## src/rtl/irqagg_pkg.sv

```systemverilog
package irqagg_pkg;

    // Which register the current bus address selects
    typedef enum logic [1:0] {
        SEL_NONE = 2'd0,
        SEL_STAT = 2'd1,
        SEL_EN   = 2'd2
    } reg_sel_e;

    // Registered request pair
    typedef struct packed {
        logic norm;
        logic fast;
    } irq_pair_t;

endpackage

```

## src/rtl/irqagg_decode.sv

```systemverilog
module irqagg_decode
    import irqagg_pkg::*;
#(
    parameter int unsigned          ADDR_W   = 8,
    parameter logic [ADDR_W-1:0]    STAT_OFS = 8'h44,
    parameter logic [ADDR_W-1:0]    EN_OFS   = 8'h48
) (
    input  logic [ADDR_W-1:0] addr,
    output reg_sel_e          sel
);

    always_comb begin
        if (addr == STAT_OFS) begin
            sel = SEL_STAT;
        end else if (addr == EN_OFS) begin
            sel = SEL_EN;
        end else begin
            sel = SEL_NONE;
        end
    end

endmodule

```

## src/rtl/irqagg_regs.sv

```systemverilog
module irqagg_regs
    import irqagg_pkg::*;
#(
    parameter int unsigned           NUM_SRC  = 32,
    parameter logic [NUM_SRC-1:0]    EN_RESET = 32'hFFFE_F7FF
) (
    input  logic               clk,
    input  logic               rst_n,
    input  logic [NUM_SRC-1:0] src_lvl,
    input  reg_sel_e           sel,
    input  logic               wr,
    input  logic [NUM_SRC-1:0] wdata,
    output logic [NUM_SRC-1:0] en_next,
    output logic [NUM_SRC-1:0] en_cur,
    output logic [NUM_SRC-1:0] rdata
);

    typedef struct packed {
        logic [NUM_SRC-1:0] en;
        logic [NUM_SRC-1:0] lvl;
    } regs_t;

    regs_t st_d, st_q;

    always_comb begin
        st_d     = st_q;
        st_d.lvl = src_lvl;
        if (wr && (sel == SEL_EN)) begin
            st_d.en = wdata;
        end
    end

    always_ff @(posedge clk or negedge rst_n) begin
        if (!rst_n) begin
            st_q.en  <= EN_RESET;
            st_q.lvl <= '0;
        end else begin
            st_q <= st_d;
        end
    end

    always_comb begin
        case (sel)
            SEL_STAT: rdata = st_q.lvl & st_q.en;
            SEL_EN:   rdata = st_q.en;
            default:  rdata = '0;
        endcase
    end

    assign en_next = st_d.en;
    assign en_cur  = st_q.en;

endmodule

```

## src/rtl/irqagg_route.sv

```systemverilog
module irqagg_route
    import irqagg_pkg::*;
#(
    parameter int unsigned NUM_SRC  = 32,
    parameter int unsigned FAST_SRC = 8
) (
    input  logic               clk,
    input  logic               rst_n,
    input  logic [NUM_SRC-1:0] src_lvl,
    input  logic [NUM_SRC-1:0] en,
    output logic               irq_norm,
    output logic               irq_fast
);

    logic [NUM_SRC-1:0] norm_vec;
    logic               fast_bit;
    irq_pair_t          out_d, out_q;

    // Per-source gating; the fast position is kept out of the normal tree
    for (genvar i = 0; i < NUM_SRC; i++) begin : g_src
        if (i == FAST_SRC) begin : g_fast
            assign norm_vec[i] = 1'b0;
            assign fast_bit    = src_lvl[i] & en[i];
        end else begin : g_norm
            assign norm_vec[i] = src_lvl[i] & en[i];
        end
    end

    always_comb begin
        out_d      = out_q;
        out_d.norm = |norm_vec;
        out_d.fast = fast_bit;
    end

    always_ff @(posedge clk or negedge rst_n) begin
        if (!rst_n) begin
            out_q <= '0;
        end else begin
            out_q <= out_d;
        end
    end

    assign irq_norm = out_q.norm;
    assign irq_fast = out_q.fast;

endmodule

```

## src/rtl/irq_aggregator.sv

```systemverilog
module irq_aggregator
    import irqagg_pkg::*;
#(
    parameter int unsigned          NUM_SRC  = 32,
    parameter int unsigned          FAST_SRC = 8,
    parameter int unsigned          ADDR_W   = 8,
    parameter logic [ADDR_W-1:0]    STAT_OFS = 8'h44,
    parameter logic [ADDR_W-1:0]    EN_OFS   = 8'h48,
    parameter logic [NUM_SRC-1:0]   EN_RESET = 32'hFFFE_F7FF
) (
    input  logic               clk,
    input  logic               rst_n,
    input  logic [NUM_SRC-1:0] src_lvl,
    input  logic [ADDR_W-1:0]  bus_addr,
    input  logic               bus_wr,
    input  logic [NUM_SRC-1:0] bus_wdata,
    output logic [NUM_SRC-1:0] bus_rdata,
    output logic               irq_norm,
    output logic               irq_fast
);

    reg_sel_e           sel;
    logic [NUM_SRC-1:0] en_next;
    logic [NUM_SRC-1:0] en_q;

    irqagg_decode #(
        .ADDR_W   (ADDR_W),
        .STAT_OFS (STAT_OFS),
        .EN_OFS   (EN_OFS)
    ) u_decode (
        .addr (bus_addr),
        .sel  (sel)
    );

    irqagg_regs #(
        .NUM_SRC  (NUM_SRC),
        .EN_RESET (EN_RESET)
    ) u_regs (
        .clk     (clk),
        .rst_n   (rst_n),
        .src_lvl (src_lvl),
        .sel     (sel),
        .wr      (bus_wr),
        .wdata   (bus_wdata),
        .en_next (en_next),
        .en_cur  (en_q),
        .rdata   (bus_rdata)
    );

    // Outputs are built from the post-write mask so a write lands with the level latency
    irqagg_route #(
        .NUM_SRC  (NUM_SRC),
        .FAST_SRC (FAST_SRC)
    ) u_route (
        .clk      (clk),
        .rst_n    (rst_n),
        .src_lvl  (src_lvl),
        .en       (en_next),
        .irq_norm (irq_norm),
        .irq_fast (irq_fast)
    );

endmodule

```

## config.mk

```make
export PLATFORM = sky130hd
export DESIGN_NAME = irq_aggregator
export DESIGN_NICKNAME = d
export VERILOG_FILES = /design/src/rtl/irqagg_pkg.sv /design/src/rtl/irqagg_decode.sv /design/src/rtl/irqagg_regs.sv /design/src/rtl/irqagg_route.sv /design/src/rtl/irq_aggregator.sv
export SDC_FILE = /design/constraint.sdc
export NUM_CORES = 1
export LEC_CHECK = 0
export BUFFER_PORTS_ARGS = -buffer_cell sky130_fd_sc_hd__clkbuf_2
export CELL_PAD_IN_SITES_DETAIL_PLACEMENT = 1
export CELL_PAD_IN_SITES_GLOBAL_PLACEMENT = 2
export CORE_MARGIN = 2
export CORE_UTILIZATION = 33
export DETAILED_ROUTE_END_ITERATION = 16
export PLACE_DENSITY = 0.95
export SYNTH_ARGS = -nofsm -noshare
export SYNTH_HDL_FRONTEND = slang
export SYNTH_SLANG_ARGS = --single-unit
export TNS_END_PERCENT = 30
```

## constraint.sdc

```tcl
create_clock -name clk -period 3.04 [get_ports clk]
set_input_delay 0.608 -clock clk [delete_from_list [all_inputs] [get_ports clk]]
set_output_delay 0.608 -clock clk [all_outputs]
set_load 0.01 [all_outputs]
```

# == Yosys cells after proc, flatten, opt, wreduce, memory -nomap -nowiden ==
# Index checks and enable logic that the tools add are counted.
# op_classes
bitwise,33
n_eq_ne,4
n_mux,4
reduce_logical,2
# ops
cell,count
$pmux W32 S2,1
$and A1 B1 Y1,32
$and A32 B32 Y32,1
$mux W32,1
$reduce_or A31 Y1,1
$eq A8 B7 Y1 const B,2
$mux W2,2
$eq A2 B1 Y1 const B,1
$eq A2 B2 Y1 const B,1
$logic_and A1 B1 Y1,1
# word_totals
output_inout_bits,34
word_cells,47
input_bits,75
regBits,66

# == Longest topological paths before layout ==
# depth
word_depth,8
ltp_mapped,7

# == Hierarchy ==
# Synthesis repeated with hierarchy kept, for this count alone.
# unflattened
cells_unflattened,238
area_unflattened_um2,3138.0
# modules_own_cells
module,cells_per_inst,seq_area_each_um2,n_inst,area_each_um2
irqagg_regs,210,1639.1,1,2879.0
irqagg_route,23,50.0,1,210.2
irqagg_decode,5,0.0,1,48.8

# == Worst setup path after synthesis ==
# No wires, ideal clock.
# synth_path
kind,input port to output port
start,input bus_addr[1]
end,output bus_rdata[0]
n_path_buf,1
stages,6
slack_ns,0.425
arrival_ns,2.007
required_ns,2.432
path_cell_list,nor4_4 -> nand3b_1 -> nor3b_2 -> clkbuf_1 -> nand2_1 -> a21boi_0
# synth_between
elab_chain_cells,5
# synth_lines
item,line,rtl
start: declaration,irq_aggregator.sv:14,"input logic [ADDR_W-1:0] bus_addr,"
$eq A8 B7 Y1,irqagg_decode.sv:15,end else if (addr == EN_OFS) begin
$mux W2,irqagg_decode.sv:15,
$mux W2 (*),irqagg_decode.sv:13,if (addr == STAT_OFS) begin
$eq A2 B2 Y1 / $eq A2 B1 Y1 (equally long branches),irqagg_regs.sv:43,case (sel)
$pmux W32 S2 (*),irqagg_regs.sv:43,
end: declaration,irq_aggregator.sv:17,"output logic [NUM_SRC-1:0] bus_rdata,"
# Every way passes the cells marked *; elsewhere a longest branch is shown, timed or not.

# == Final worst setup path ==
# layout_path
start,input bus_addr[1]
end,output bus_rdata[29]
# Same word-level chain as after synthesis.

==> qor.csv <==
metric,value,unit
outcome,"finished, final reports clean",
finalSetupViolations,0,
tritoncts,done,
r2r_cells,4,
yosysUniqueCellTypes,20,
synthTopCellsByArea,"dfrtp_1 33%, dfstp_2 29%, mux2_4 8.2%",
gp_congestion,0.729,
grtUsageMet3,5.53,%
cp.depth,8,
antenna_found_initial,0,
viasPerCell,4.76,
drt_iter0_drc,59,
slew_viol_final,0,
synth_seq_cells,66,
synth_area,2760,um^2
fmax,0.351,GHz
final_core_util,44.2,%
path_class,in2out,
maxCapViolCount,0,
yosysTopAreaCell,dfrtp_1,
cts_resized,0,
r2r_end,u_route.irq_norm$_DFF_PN0_,
hp-class,in2async,
reg2reg_setup_slack,1.60,ns
clock_latency,0.32,ns
htreeDepth,3,
grt_pass1_wl,11000,um
synth_top_area_share,32.7,%
required,2.43,ns
cp_cell_sequence,clkbuf_2 > nor4_4 > nand3b_1 > nor3b_4 > buf_12 > nand2_1 > a21boi_0 > clkbuf_2,
syn_nets,273,
yosysWarnings,0,
dieArea,9100,um^2
final_common_cell,clkbuf_2,
yosysSeqAreaShare,61.3,%
switchingPower,0.000391,W
drive_gt1_share,60.3,%
timing.final.crit_share,93.8,%
die_h,95.4,um
setup_tns,0,ns
cp_common_cell,clkbuf_2,
gr-usage-met2,29.3,%
cts-hold-fix-buffers,0,
relSlewSlack,47.2,%
layout_common_cells,"107 x clkbuf_2, 36 x dfrtp_1, 33 x nand2_1, 30 x dfstp_2, 27 x a21boi_0",
stdcell_count,422,
fin_worst_skew,0.00522,ns
seqPwrFrac,55.5,%
fp.dieW,95.4,um
cp-start-kind,input pin,
fill_cells,919,
endpoint_kind,output port,
pin_count,109,
antennaDiodeCount,0,
vdd_drop_max,324,uV
wire_per_inst,16.5,um
period_minus_slack,2.85,ns
swShare,22.6,%
vias,2010,
grtUsageMet1,18.9,%
grt_overflow,0,
grt_max_degree,36,
numCtsBuffers,9,
grt_usage,16.4,%
crit_start,bus_addr[1],
dp_cells,406,
drc,0,
core_area,8180,um^2
clkPwrFrac,35.8,%
cpMaxStageDelayCell,nor4_4,
power_density,478,nW/um^2
routed_wl,6970,um
cp_slowest_stage_delay,0.39,ns
avgSynthCellArea,13.9,um^2
arrival,2.24,ns
clockBufferDepth,2,
worstMarginPinSlew,0.792,ns
rows,33,
total_leakage_power,1.64,nW
cp.buffers_inverters,3,
pwr-share-comb,8.7,%
power.internal,0.00134,W
clkSinkCount,66,
area_growth,30.9,%
cp_max_fo,32,
drtPass1Iterations,4,
nets,387,
p_total,0.00173,W
worstReg2RegStart,u_regs.en_cur[16]$_DFF_PN0_,
netlist_instances,198,
port-buffer-count,108,
dp_hpwl,5160,um
clkTransAtPathRegs,0.06,ns
cp_top_family,simple AND/OR/NAND/NOR gates,
top_usage_layer,met2,
hold_violations,0,
ant_nets,0,
start_util,33.7,%
rsz0062_at_grt,false,
root_buffer,clkbuf_8,
cts_setup_buffers,0,
grt_pass1_vias,2225,
-- power by group through the flow --
stage	combinational (W)	sequential, W	clock, W
6_report	0.000150	0.000958	0.000619
5_1_grt	0.000169	0.000964	0.000685
4_1_cts	0.000155	0.000958	0.000652
3_5_place_dp	0.000155	0.000973	0
3_3_place_gp	0.000150	0.000970	0
2_1_floorplan	0.0000539	0.000970	0
-- synth_stat cells --
cell type and n:
nand3b_1 1, and3_1 1, and2_1 1, a21boi_1 5, nand2_1 33, buf_6 3, clkbuf_1 6, dfrtp_1 36
and4_1 3, mux2_4 15, nand3_4 1, nand4_1 1, a21boi_0 27, nor3b_2 1, dfstp_2 30, nor4_4 1
a22oi_1 14, a222oi_1 1, mux2_2 17, and4bb_2 1
-- how the worst max path moves through the flow --
stage                          to
floorplan            bus_rdata[0]
global placement    bus_rdata[29]
detailed placement  bus_rdata[29]
CTS                 bus_rdata[29]
global route        bus_rdata[29]
finish              bus_rdata[29]
-- per-stage QoR --
stage               area, um^2  hold slack, ns  setup WS (ns)
floorplan                 2760           0.312          0.425
global placement          3450           0.503          0.163
detailed placement        3450           0.512          0.127
CTS                       3610           0.376          0.113
global route              3610           0.377         0.0172
finish                    3610           0.366          0.187
-- sequential cells by signal (all words and copies together) (netlist names) --
register,count
u_regs.en_cur,32
u_route.irq_norm,1
u_regs.st_q,32
u_route.irq_fast,1
-- area by class of cell --
cell class / count / area, um^2 / share of cell area (%)
Sequential cell: 66 / 1690 / 46.8
Multi-Input combinational cell: 123 / 1020 / 28.2
Timing Repair Buffer: 112 / 608 / 16.8
Clock buffer: 13 / 149 / 4.12
Tap cell: 105 / 131 / 3.64
Clock inverter: 3 / 15.0 / 0.416
-- cell families after synthesis --
kind of cell / share of synthesized area [%]
and+or+nand+nor: 8.71
AOI/OAI and AO/OA: 12.9
DFF: 61.3
buffers and inverters: 2.04
muxes: 15.1
-- layer usage --
metal / routed length, um / up-vias / share of wire, %
li1: - / 941 / -
met1: 2780 / 998 / 40
met2: 3680 / 64 / 53
met3: 450 / 7 / 6.5
met4: 63 / 0 / 0.90
met5: 0 / - / 0
(Power assumes the default switching activity.)
